==> config.mk <==
export PLATFORM = sky130hd
export DESIGN_NAME = pwr_seq_ctrl
export DESIGN_NICKNAME = d
export VERILOG_FILES = /design/src/rtl/pwr_seq_pkg.sv /design/src/rtl/pwr_req_hold.sv /design/src/rtl/pwr_seq_fsm.sv /design/src/rtl/pwr_lvl_map.sv /design/src/rtl/iso_clamp.sv /design/src/rtl/pwr_seq_ctrl.sv
export SDC_FILE = /design/constraint.sdc
export NUM_CORES = 1
export LEC_CHECK = 0
export BUFFER_PORTS_ARGS = -buffer_cell sky130_fd_sc_hd__buf_2
export CORE_MARGIN = 8
export CORE_UTILIZATION = 45
export CTS_CLUSTER_DIAMETER = 50
export DETAILED_ROUTE_END_ITERATION = 7
export HOLD_SLACK_MARGIN = 0.1
export PLACE_DENSITY = 0.84
export SLEW_MARGIN = 0
export SYNTH_ARGS = -nofsm -noshare
export SYNTH_HDL_FRONTEND = slang
export SYNTH_SLANG_ARGS = --single-unit
==> constraint.sdc <==
create_clock -name clk -period 1.6 [get_ports clk]
set_clock_uncertainty 0.15 [all_clocks]
set_input_delay 0.16 -clock clk [delete_from_list [all_inputs] [get_ports clk]]
set_output_delay 0.16 -clock clk [all_outputs]
set_load 0.02 [all_outputs]
==> src/rtl/pwr_seq_pkg.sv <==
package pwr_seq_pkg;

    // mode codes
    localparam logic [1:0] MD_PM1 = 2'd0;
    localparam logic [1:0] MD_PM2 = 2'd1;
    localparam logic [1:0] MD_PM3 = 2'd2;

    // level codes
    localparam logic [1:0] LV_OFF  = 2'd0;
    localparam logic [1:0] LV_LOW  = 2'd1;
    localparam logic [1:0] LV_MED  = 2'd2;
    localparam logic [1:0] LV_HIGH = 2'd3;

    typedef enum logic [2:0] {
        ST_IDLE,
        ST_DN_ISO,
        ST_DN_SAVE,
        ST_DN_OFF,
        ST_UP_ON,
        ST_UP_RAIL,
        ST_UP_REST,
        ST_LVL
    } seq_state_e;

    function automatic logic mode_defined(input logic [1:0] m);
        return m != 2'd3;
    endfunction

endpackage

==> src/rtl/pwr_req_hold.sv <==
module pwr_req_hold
    import pwr_seq_pkg::*;
(
    input  logic       clk,
    input  logic       rst_n,
    input  logic       req_valid,
    input  logic [1:0] req_mode,
    input  logic       idle,
    output logic       cand_vld,
    output logic [1:0] cand_mode,
    output logic       err
);
    logic       pend_vld;
    logic [1:0] pend_mode;
    logic       live_ok;

    assign live_ok = req_valid && mode_defined(req_mode);

    always_ff @(posedge clk or negedge rst_n) begin
        if (!rst_n) begin
            pend_vld  <= 1'b0;
            pend_mode <= MD_PM1;
            err       <= 1'b0;
        end else begin
            err <= req_valid && !mode_defined(req_mode);
            if (live_ok && (!idle || pend_vld)) begin
                pend_vld  <= 1'b1;
                pend_mode <= req_mode;
            end else if (idle) begin
                pend_vld <= 1'b0;
            end
        end
    end

    // a held request takes priority over a live one in idle
    assign cand_vld  = idle && (pend_vld || live_ok);
    assign cand_mode = pend_vld ? pend_mode : req_mode;

endmodule

==> src/rtl/pwr_seq_fsm.sv <==
module pwr_seq_fsm
    import pwr_seq_pkg::*;
#(
    parameter int WAIT_CYC = 4
) (
    input  logic       clk,
    input  logic       rst_n,
    input  logic       cand_vld,
    input  logic [1:0] cand_mode,
    input  logic       rail_ok,
    output seq_state_e state,
    output logic [1:0] mode_q,
    output logic       done
);
    localparam int CNT_W = (WAIT_CYC > 1) ? $clog2(WAIT_CYC) : 1;
    localparam logic [CNT_W-1:0] CNT_LAST = CNT_W'(WAIT_CYC - 1);

    seq_state_e       nxt;
    logic [CNT_W-1:0] cnt;
    logic             step_end;

    assign step_end = (cnt == CNT_LAST);

    always_comb begin
        nxt = state;
        unique case (state)
            ST_IDLE: begin
                if (cand_vld && cand_mode != mode_q) begin
                    if (cand_mode == MD_PM3)    nxt = ST_DN_ISO;
                    else if (mode_q == MD_PM3)  nxt = ST_UP_ON;
                    else                        nxt = ST_LVL;
                end
            end
            ST_DN_ISO:  if (step_end) nxt = ST_DN_SAVE;
            ST_DN_SAVE: if (step_end) nxt = ST_DN_OFF;
            ST_DN_OFF:  if (step_end) nxt = ST_IDLE;
            ST_UP_ON:   if (step_end) nxt = ST_UP_RAIL;
            ST_UP_RAIL: if (rail_ok)  nxt = ST_UP_REST;
            ST_UP_REST: if (step_end) nxt = ST_IDLE;
            ST_LVL:     if (step_end) nxt = ST_IDLE;
        endcase
    end

    always_ff @(posedge clk or negedge rst_n) begin
        if (!rst_n) begin
            state  <= ST_IDLE;
            cnt    <= '0;
            mode_q <= MD_PM1;
            done   <= 1'b0;
        end else begin
            state <= nxt;
            if (nxt != state)
                cnt <= '0;
            else if (state != ST_IDLE && state != ST_UP_RAIL)
                cnt <= cnt + 1'b1;
            if (state == ST_IDLE && nxt != ST_IDLE)
                mode_q <= cand_mode;
            done <= (state != ST_IDLE) && (nxt == ST_IDLE);
        end
    end

endmodule

==> src/rtl/pwr_lvl_map.sv <==
module pwr_lvl_map
    import pwr_seq_pkg::*;
(
    input  logic [1:0] mode,
    output logic [1:0] lvl_top,
    output logic [1:0] lvl_a,
    output logic [1:0] lvl_b
);
    always_comb begin
        lvl_top = LV_HIGH;
        unique case (mode)
            MD_PM2:  begin lvl_a = LV_LOW; lvl_b = LV_LOW; end
            MD_PM3:  begin lvl_a = LV_LOW; lvl_b = LV_OFF; end
            default: begin lvl_a = LV_MED; lvl_b = LV_MED; end
        endcase
    end
endmodule

==> src/rtl/iso_clamp.sv <==
module iso_clamp #(
    parameter int WIDTH = 2
) (
    input  logic             iso,
    input  logic [WIDTH-1:0] din,
    output logic [WIDTH-1:0] dout
);
    for (genvar i = 0; i < WIDTH; i++) begin : g_bit
        assign dout[i] = iso | din[i];
    end
endmodule

==> src/rtl/pwr_seq_ctrl.sv <==
module pwr_seq_ctrl
    import pwr_seq_pkg::*;
#(
    parameter int WAIT_CYC = 4,
    parameter int CLAMP_W  = 2
) (
    input  logic               clk,
    input  logic               rst_n,
    input  logic               req_valid,
    input  logic [1:0]         req_mode,
    input  logic               rail_ok,
    input  logic [CLAMP_W-1:0] b_en_in,
    output logic [1:0]         pwr_en,
    output logic               iso_en,
    output logic               restore,
    output logic               save,
    output logic [1:0]         lvl_top,
    output logic [1:0]         lvl_a,
    output logic [1:0]         lvl_b,
    output logic [1:0]         cur_mode,
    output logic               busy,
    output logic               done,
    output logic               err,
    output logic [CLAMP_W-1:0] b_en_out
);
    seq_state_e state;
    logic       cand_vld;
    logic [1:0] cand_mode;
    logic [1:0] mode_q;
    logic       idle;

    assign idle = (state == ST_IDLE);

    pwr_req_hold u_req (
        .clk(clk), .rst_n(rst_n), .req_valid(req_valid), .req_mode(req_mode),
        .idle(idle), .cand_vld(cand_vld), .cand_mode(cand_mode), .err(err)
    );

    pwr_seq_fsm #(.WAIT_CYC(WAIT_CYC)) u_fsm (
        .clk(clk), .rst_n(rst_n), .cand_vld(cand_vld), .cand_mode(cand_mode),
        .rail_ok(rail_ok), .state(state), .mode_q(mode_q), .done(done)
    );

    pwr_lvl_map u_lvl (
        .mode(mode_q), .lvl_top(lvl_top), .lvl_a(lvl_a), .lvl_b(lvl_b)
    );

    iso_clamp #(.WIDTH(CLAMP_W)) u_clamp (
        .iso(iso_en), .din(b_en_in), .dout(b_en_out)
    );

    // output decode per state
    always_comb begin
        pwr_en[0] = 1'b1;
        unique case (state)
            ST_IDLE: begin
                iso_en    = (mode_q == MD_PM3);
                restore   = (mode_q != MD_PM3);
                pwr_en[1] = (mode_q != MD_PM3);
            end
            ST_DN_ISO:  begin iso_en = 1'b1; restore = 1'b1; pwr_en[1] = 1'b1; end
            ST_DN_SAVE: begin iso_en = 1'b1; restore = 1'b0; pwr_en[1] = 1'b1; end
            ST_DN_OFF:  begin iso_en = 1'b1; restore = 1'b0; pwr_en[1] = 1'b0; end
            ST_UP_ON:   begin iso_en = 1'b1; restore = 1'b0; pwr_en[1] = 1'b1; end
            ST_UP_RAIL: begin iso_en = 1'b1; restore = 1'b0; pwr_en[1] = 1'b1; end
            ST_UP_REST: begin iso_en = 1'b1; restore = 1'b1; pwr_en[1] = 1'b1; end
            ST_LVL:     begin iso_en = 1'b0; restore = 1'b1; pwr_en[1] = 1'b1; end
        endcase
    end

    assign save     = ~restore;
    assign busy     = ~idle;
    assign cur_mode = mode_q;

endmodule

==> metrics, run 1 <==
Synth top area share 0.350; Area contributors post-synth dfrtp_1 (35%), a21oi_1 (4.7%), ha_1 (4.4%), buf_4 (3.5%), inv_1 (3.5%); Syn Inst Count 94; Register Area 303 um^2; min-delay src req_valid; PnR Total Power 2930 uW; row count 15; slowest CP cell dfrtp_1; vias in the first global route 838; Multi-input gate area 594 um^2; largest net degree at the start of global routing 14; Worst setup EP type output pin; initial antenna violation count 0; flops & latches, synth 12; TritonCTS Buffers 3; Iter 0 DRT Violations 9; first-pass GRT wire length 3550 um; FF-to-FF setup slack -0.07 ns; run status finished with violations; Root Driver clkbuf_4; WHS Path Cells 3; met3 Usage GRT 0.0369; Die W 59.6 um; largest family of logic cells by synthesized area compound AO/OA/AOI/OAI gates; Reg2Reg Depth 6; H-tree level count 1; slowest cell delay on critical path 0.41 ns; xor/xnor share of the synthesized area 0.0307; final worst setup slack -0.209 ns; mux cell area share after synthesis 0.0569; VDD IR max 1420 uV; Diodes inserted 0; die height 59.6 um; CP startpoint kind register; Final period util 1.13; Routed Antenna Nets 0; min cycle time layout 1.81 ns; Final Hold Violating Endpoints 0; Num Clock Sinks 12; Remaining Overflow, GRT 0; Design Area, Final 1350 um^2; dpl hpwl 1580 um; drt drc 0; Worst-path clk slew 0.08 ns; critical path data required time 1.29 ns; CTS tree yes; global-route usage over all layers 0.127; drt wl/cell 15.0 um; Syn. warnings 0; Die ar. 3560 um^2; Synth Cell Area 857 um^2; power per cell area 2170 nW/um^2; Slew Limit Fails 0; fin util 0.767; cells along the critical path nor3_4 -> inv_2 -> nor2_4 -> a31oi_4 -> or2_4 -> buf_6; RD Place Congestion 0.810; min-delay worst type input pin to register; count of final setup violators 11; Pleak 0.000633 uW; hold path endpoint u_req.pend_mode[1]; Setup CP Type register to output pin; failing checks setup timing; grt peak-use layer met2; Seq/Total Area, Yosys 0.350; Worst Path Buf+Inv 2; via count 850; area grow syn2layout 57.8%; compound-gate portion of the synthesized area 0.235; CTS Buffer Depth 2; post-synthesis average cell area 9.12 um^2; CP top delay family simple AND/OR/NAND/NOR gates; # fillers 124; worst-path maximum fanout 3; I/O Pins 26; share of cells above drive strength 1 0.525; core footprint 1760 um^2; met2 GRT Util 0.238; Vias per Instance 5.18; Initial DRT Pass Iterations 4; Port Buf Inserts 22; RSZ-0062 raised after global routing yes; initial core utilization 0.486; nets 151; Synth Area in Simple Gates 0.166; Routed WL 2460 um; Synth Area in Adders 0.0555; biggest area consumer among synthesized cells dfrtp_1; Skew-Pair Late Insertion Delay 0.26 ns; post-synth cell types 36; Post-DP Area 1050 um^2; f_max 553 MHz; r2r endpoint u_fsm.cnt[0]; WP data arrival 1.50 ns; max cap viols 0; Worst R2R Start u_fsm.state[2]; GR Layer Usage met1 0.134
[cells in the final DEF (no fill, tap or decap), types with 2 or more instances in the layout]
cell / count
a211oi_1: 2
a21o_1: 3
a21oi_1: 7
and3b_1: 2
buf_2: 17
buf_4: 17
buf_6: 6
clkbuf_4: 3
conb_1: 3
dfrtp_1: 10
dfrtp_2: 2
dlygate4sd3_1: 6
ha_4: 2
inv_1: 4
inv_2: 3
nand2_1: 7
nor2_2: 2
nor2b_1: 3
o21ai_0: 3
or2_4: 2
[how the worst max path moves through the flow]
| stage | start | to | slack, ns | depth (start not counted) |
|---|---|---|---|---|
| finish | u_fsm.state[2] | b_en_out[0] | -0.21 | 6 |
| global route | u_fsm.state[2] | b_en_out[0] | -0.26 | 6 |
| CTS | u_fsm.state[0] | b_en_out[0] | -0.24 | 6 |
| detailed placement | u_req.pend_vld | u_fsm.cnt[1] | -0.08 | 4 |
| global placement | u_req.pend_vld | u_fsm.cnt[0] | -0.02 | 4 |
| floorplan | u_fsm.state[1] | b_en_out[0] | 0.02 | 5 |
[power by group]
group          total, uW  leakage, uW  switching, uW  internal (uW)
combinational       2120     0.000469           1140            980
clock                237    0.0000210           99.2            138
sequential           567     0.000142            139            428
[stage by stage]
step           setup WS, ns  hold WS [ns]  TNS, ns  cells
2_1_floorplan        0.0164        -0.286        0     96
3_3_place_gp        -0.0229        -0.101  -0.0356    144
3_5_place_dp        -0.0819       -0.0988   -0.211    144
4_1_cts              -0.240         0.137    -1.03    157
5_1_grt              -0.256        0.0974    -1.97    164
6_report             -0.209        0.0946    -1.12    164
[sequential cells by signal, indices dropped and copies added, names as in the netlist]
name / count
u_req.pend_vld: 1
u_fsm.state: 3
u_fsm.mode_q: 2
u_fsm.cnt: 2
u_fsm.done: 1
u_req.pend_mode: 2
u_req.err: 1
[worst register-to-register path, cell delays in order, from the launching register on]
cell     delay [ns]
dfrtp_1        0.41
buf_4          0.15
buf_8          0.13
nor2b_1        0.13
nor3_2         0.25
xor2_1         0.13
nor4_1         0.22
[cells in the mapped netlist]
library cell,number
or2_2,3
o21a_1,1
o22ai_2,1
inv_1,8
o211ai_1,1
o21bai_1,1
buf_6,1
mux2_4,1
nor3b_1,1
xor2_1,1
o21ai_0,5
buf_4,4
maj3_1,1
nor3_2,2
xnor2_1,2
buf_2,3
a21boi_1,1
a21oi_1,8
a31oi_1,2
ha_1,3
nor2_1,4
mux2i_2,1
o22a_1,1
nand2_1,7
nor4_1,2
a21boi_0,1
nor2b_1,3
mux2i_1,2
and3_1,1
a21o_1,3
dfrtp_1,12
conb_1,1
o211ai_2,1
a211oi_1,2
a221oi_2,1
and3b_1,2
[cell families (layout without fill, tap and decap cells)]
| family | after synthesis | count (layout) |
|---|---|---|
| AOI/OAI and AO/OA | 29 | 29 |
| xor gates and xnor gates | 3 | 3 |
| adders and majority gates | 4 | 4 |
| buffers and inverters | 16 | 59 |
| DFF | 12 | 12 |
| muxes | 4 | 4 |
| other | 1 | 3 |
| and+or+nand+nor | 25 | 25 |
[routing by layer]
layer  share of wire  wire length [um]  up-vias
met5               0                 0        -
met4           0.013                31        0
met3           0.062               152        6
met2            0.52              1270       30
met1            0.41              1000      400
li1                -                 -      414
[final cells by class]
cell class / count / share of cell area
clock buffer: 4 / 0.0268
inverter: 8 / 0.0241
multi-input combinational: 68 / 0.439
sequential: 12 / 0.224
tap: 25 / 0.0231
timing repair buffer: 47 / 0.263
[timing repair]
action	4_1_cts	5_1_grt
cloned	0	0
endpoints found under the setup margin	11	15
hold endpoints to repair	15	0
pin swaps	7	8
hold buffers	6	0
setup buffers	4	10
resized for setup	14	20
No activity file was read; power rests on OpenSTA's default activity.
==> inputs of run 2 (changes only) <==
--- a/config.mk
+++ b/config.mk
@@ -15,4 +15,5 @@
 export SLEW_MARGIN = 0
 export SYNTH_ARGS = -nofsm -noshare
 export SYNTH_HDL_FRONTEND = slang
+export SYNTH_HIERARCHICAL = 1
 export SYNTH_SLANG_ARGS = --single-unit
==> run 2 against run 1 <==
The flow still finishes with violations (setup timing). Combinational power is 9% lower. Flip-flop and latch count did not move. Worst setup slack worse by 0.11 ns. Routed wire length grew 10%. First-iteration DRC count grew to 4.1 times the previous value. Core utilization down 2.7 points. Via count rose by 9.8%. Synthesized cell count is 7.4% higher. Critical path type is now register to register.
==> metrics, run 2 <==
failing checks setup timing; largest net degree at the start of global routing 14; via count 933; drt wl/cell 15.2 um; flip-flop count of the largest register after layout 3; fin util 0.740; nets 162; largest family of logic cells by synthesized area simple AND/OR/NAND/NOR gates; Top FF cell, synth dfrtp_1; worst-path maximum fanout 4; Most flops, register u_fsm/state; Synth async-reset ratio 1.00; Die ar. 3670 um^2; Setup CP Type register to register; Post-DP Area 1110 um^2; dpl hpwl 1690 um; post-synthesis average cell area 8.87 um^2; Hold Worst Slack 0.137 ns; Area contributors post-synth dfrtp_1 (34%), o21ai_0 (5.0%), buf_4 (4.2%), mux2_2 (3.8%), nand2b_1 (3.5%); Final period util 1.20; f_max 520 MHz; Port Buf Inserts 22; I/O Pins 26; mux cell area share after synthesis 0.0712; Num Clock Sinks 12; initial core utilization 0.466; power per cell area 1870 nW/um^2; CTS Buffer Depth 2; Worst-path clk slew 0.09 ns; count of final setup violators 16; Skew-Pair Late Insertion Delay 0.28 ns; most common cell in the netlist dfrtp_1; die height 60.6 um; initial antenna violation count 0; biggest area consumer among synthesized cells dfrtp_1; Syn. warnings 6; RSZ-0062 raised after global routing yes; max cap viols 0; Design Area, Final 1420 um^2; flops & latches, synth 12; vias in the first global route 974; Syn Inst Count 101; Die W 60.6 um; final worst setup slack -0.322 ns; combinational share of power 0.724; share of cells above drive strength 1 0.530; most common library cells after synthesis dfrtp_1 (12), o21ai_0 (9), nand2_1 (7), nor2_1 (7), inv_1 (6); area grow syn2layout 58.7%; Routed Antenna Nets 0; TritonCTS Buffers 3; Pint 1480 uW; Pleak 0.000676 uW; WP data arrival 1.94 ns; Post-synth EDFFs 0; Final Hold Violating Endpoints 0; drt drc 0; global-route usage over all layers 0.148; pre-CTS WS -0.317 ns; critical path data required time 1.62 ns; Routed WL 2710 um; first-pass GRT wire length 4170 um; Root Driver clkbuf_4; run status finished with violations; Reg power frac 0.181; min cycle time layout 1.92 ns; Vias per Instance 5.24; Slew Limit Fails 0; xor/xnor share of the synthesized area 0.0196; Switch Pwr 1180 uW; RD Place Congestion 0.761; Synth top area share 0.335; Synth Cell Area 896 um^2; compound-gate portion of the synthesized area 0.173; CP startpoint kind register; min-delay worst type input pin to async pin; Synth Area in Simple Gates 0.257; CTS tree yes; Seq/Total Area, Yosys 0.335; core footprint 1920 um^2; Initial DRT Pass Iterations 4; most frequent cells in the layout buf_4 (19), buf_2 (14), buf_6 (13), dfrtp_1 (12), nor2_1 (7); commonest non-fill, non-tap cell in the layout buf_4; Diodes inserted 0; row count 16; VDD IR max 1710 uV; Clk pwr share 0.095; post-synth cell types 39; Remaining Overflow, GRT 0; H-tree level count 1; Synth Area in Adders 0.0391; Worst setup EP type register; Switching Share 0.444; Iter 0 DRT Violations 37
run 2: kinds of logic (layout without fill, tap and decap cells):
group                    after synthesis  in the layout
AND/OR/NAND/NOR                       40             40
XOR/XNOR                               2              2
flip-flops                            12             12
adder cells (fa/ha/maj)                3              3
other                                  2              3
buffers and inverters                 13             62
multiplexers                           6              6
AO/OA/AOI/OAI                         23             23
run 2: power by group through the flow:
| stage | clock network (uW) | logic (uW) | registers, uW |
|---|---|---|---|
| 2_1_floorplan | 0 | 936 | 544 |
| 3_3_place_gp | 0 | 1340 | 473 |
| 3_5_place_dp | 0 | 1390 | 479 |
| 4_1_cts | 253 | 1820 | 472 |
| 5_1_grt | 273 | 2070 | 495 |
| 6_report | 253 | 1930 | 480 |
run 2: worst max-delay path, cell delays in order, from the launching register on:
cell	delay, ns
dfrtp_1	0.41
or3_4	0.39
inv_4	0.08
inv_2	0.04
nor2_1	0.09
and2b_1	0.17
and2_4	0.18
mux2_4	0.31
run 2: path summary, 6_finish.rpt:
kind                                    start            endpoint  slack [ns]  cells after the start
setup / recovery               u_fsm/state[1]     u_fsm/mode_q[0]       -0.32                      7
hold / removal                          rst_n  u_req/pend_mode[0]        0.14                      2
setup reg to reg               u_fsm/state[1]     u_fsm/mode_q[0]       -0.32                      7
hold reg to reg            u_req/pend_mode[0]  u_req/pend_mode[0]        0.37                      1
max in group asynchronous               rst_n        u_fsm/cnt[0]        0.93                      2
min in group clk                  req_mode[1]  u_req/pend_mode[0]        0.14                      3
run 2: metrics by stage:
step | TNS, ns | power, uW | instances
3_5_place_dp | -1.75 | 1870 | 159
4_1_cts | -2.89 | 2550 | 177
5_1_grt | -4.30 | 2830 | 178
6_report | -3.27 | 2660 | 178
2_1_floorplan | -1.18 | 1480 | 102
3_3_place_gp | -0.997 | 1820 | 159
run 2: timing repair:
| item | 4_1_cts | 5_1_grt |
|---|---|---|
| setup buffers | 9 | 0 |
| resized for setup | 32 | 11 |
| setup endpoints to repair | 19 | 20 |
| cloned | 0 | 0 |
| hold buffers | 5 | 1 |
| hold endpoints to repair | 15 | 2 |
| pin swaps | 8 | 2 |
run 2: final cells by class:
class / instances / area [um^2]
clock buffers: 4 / 36.3
fillers: 125 / 500
inverters: 6 / 25.0
multi-input cells: 77 / 607
flip-flops and latches: 12 / 300
well taps: 27 / 33.8
repair buffers: 52 / 419
run 2: metal layers:
| metal | global-route usage | part of all wire |
|---|---|---|
| met4 | 0.0664 | 0.031 |
| met2 | 0.285 | 0.51 |
| met1 | 0.153 | 0.40 |
| met5 | 0 | 0 |
| met3 | 0.0212 | 0.052 |
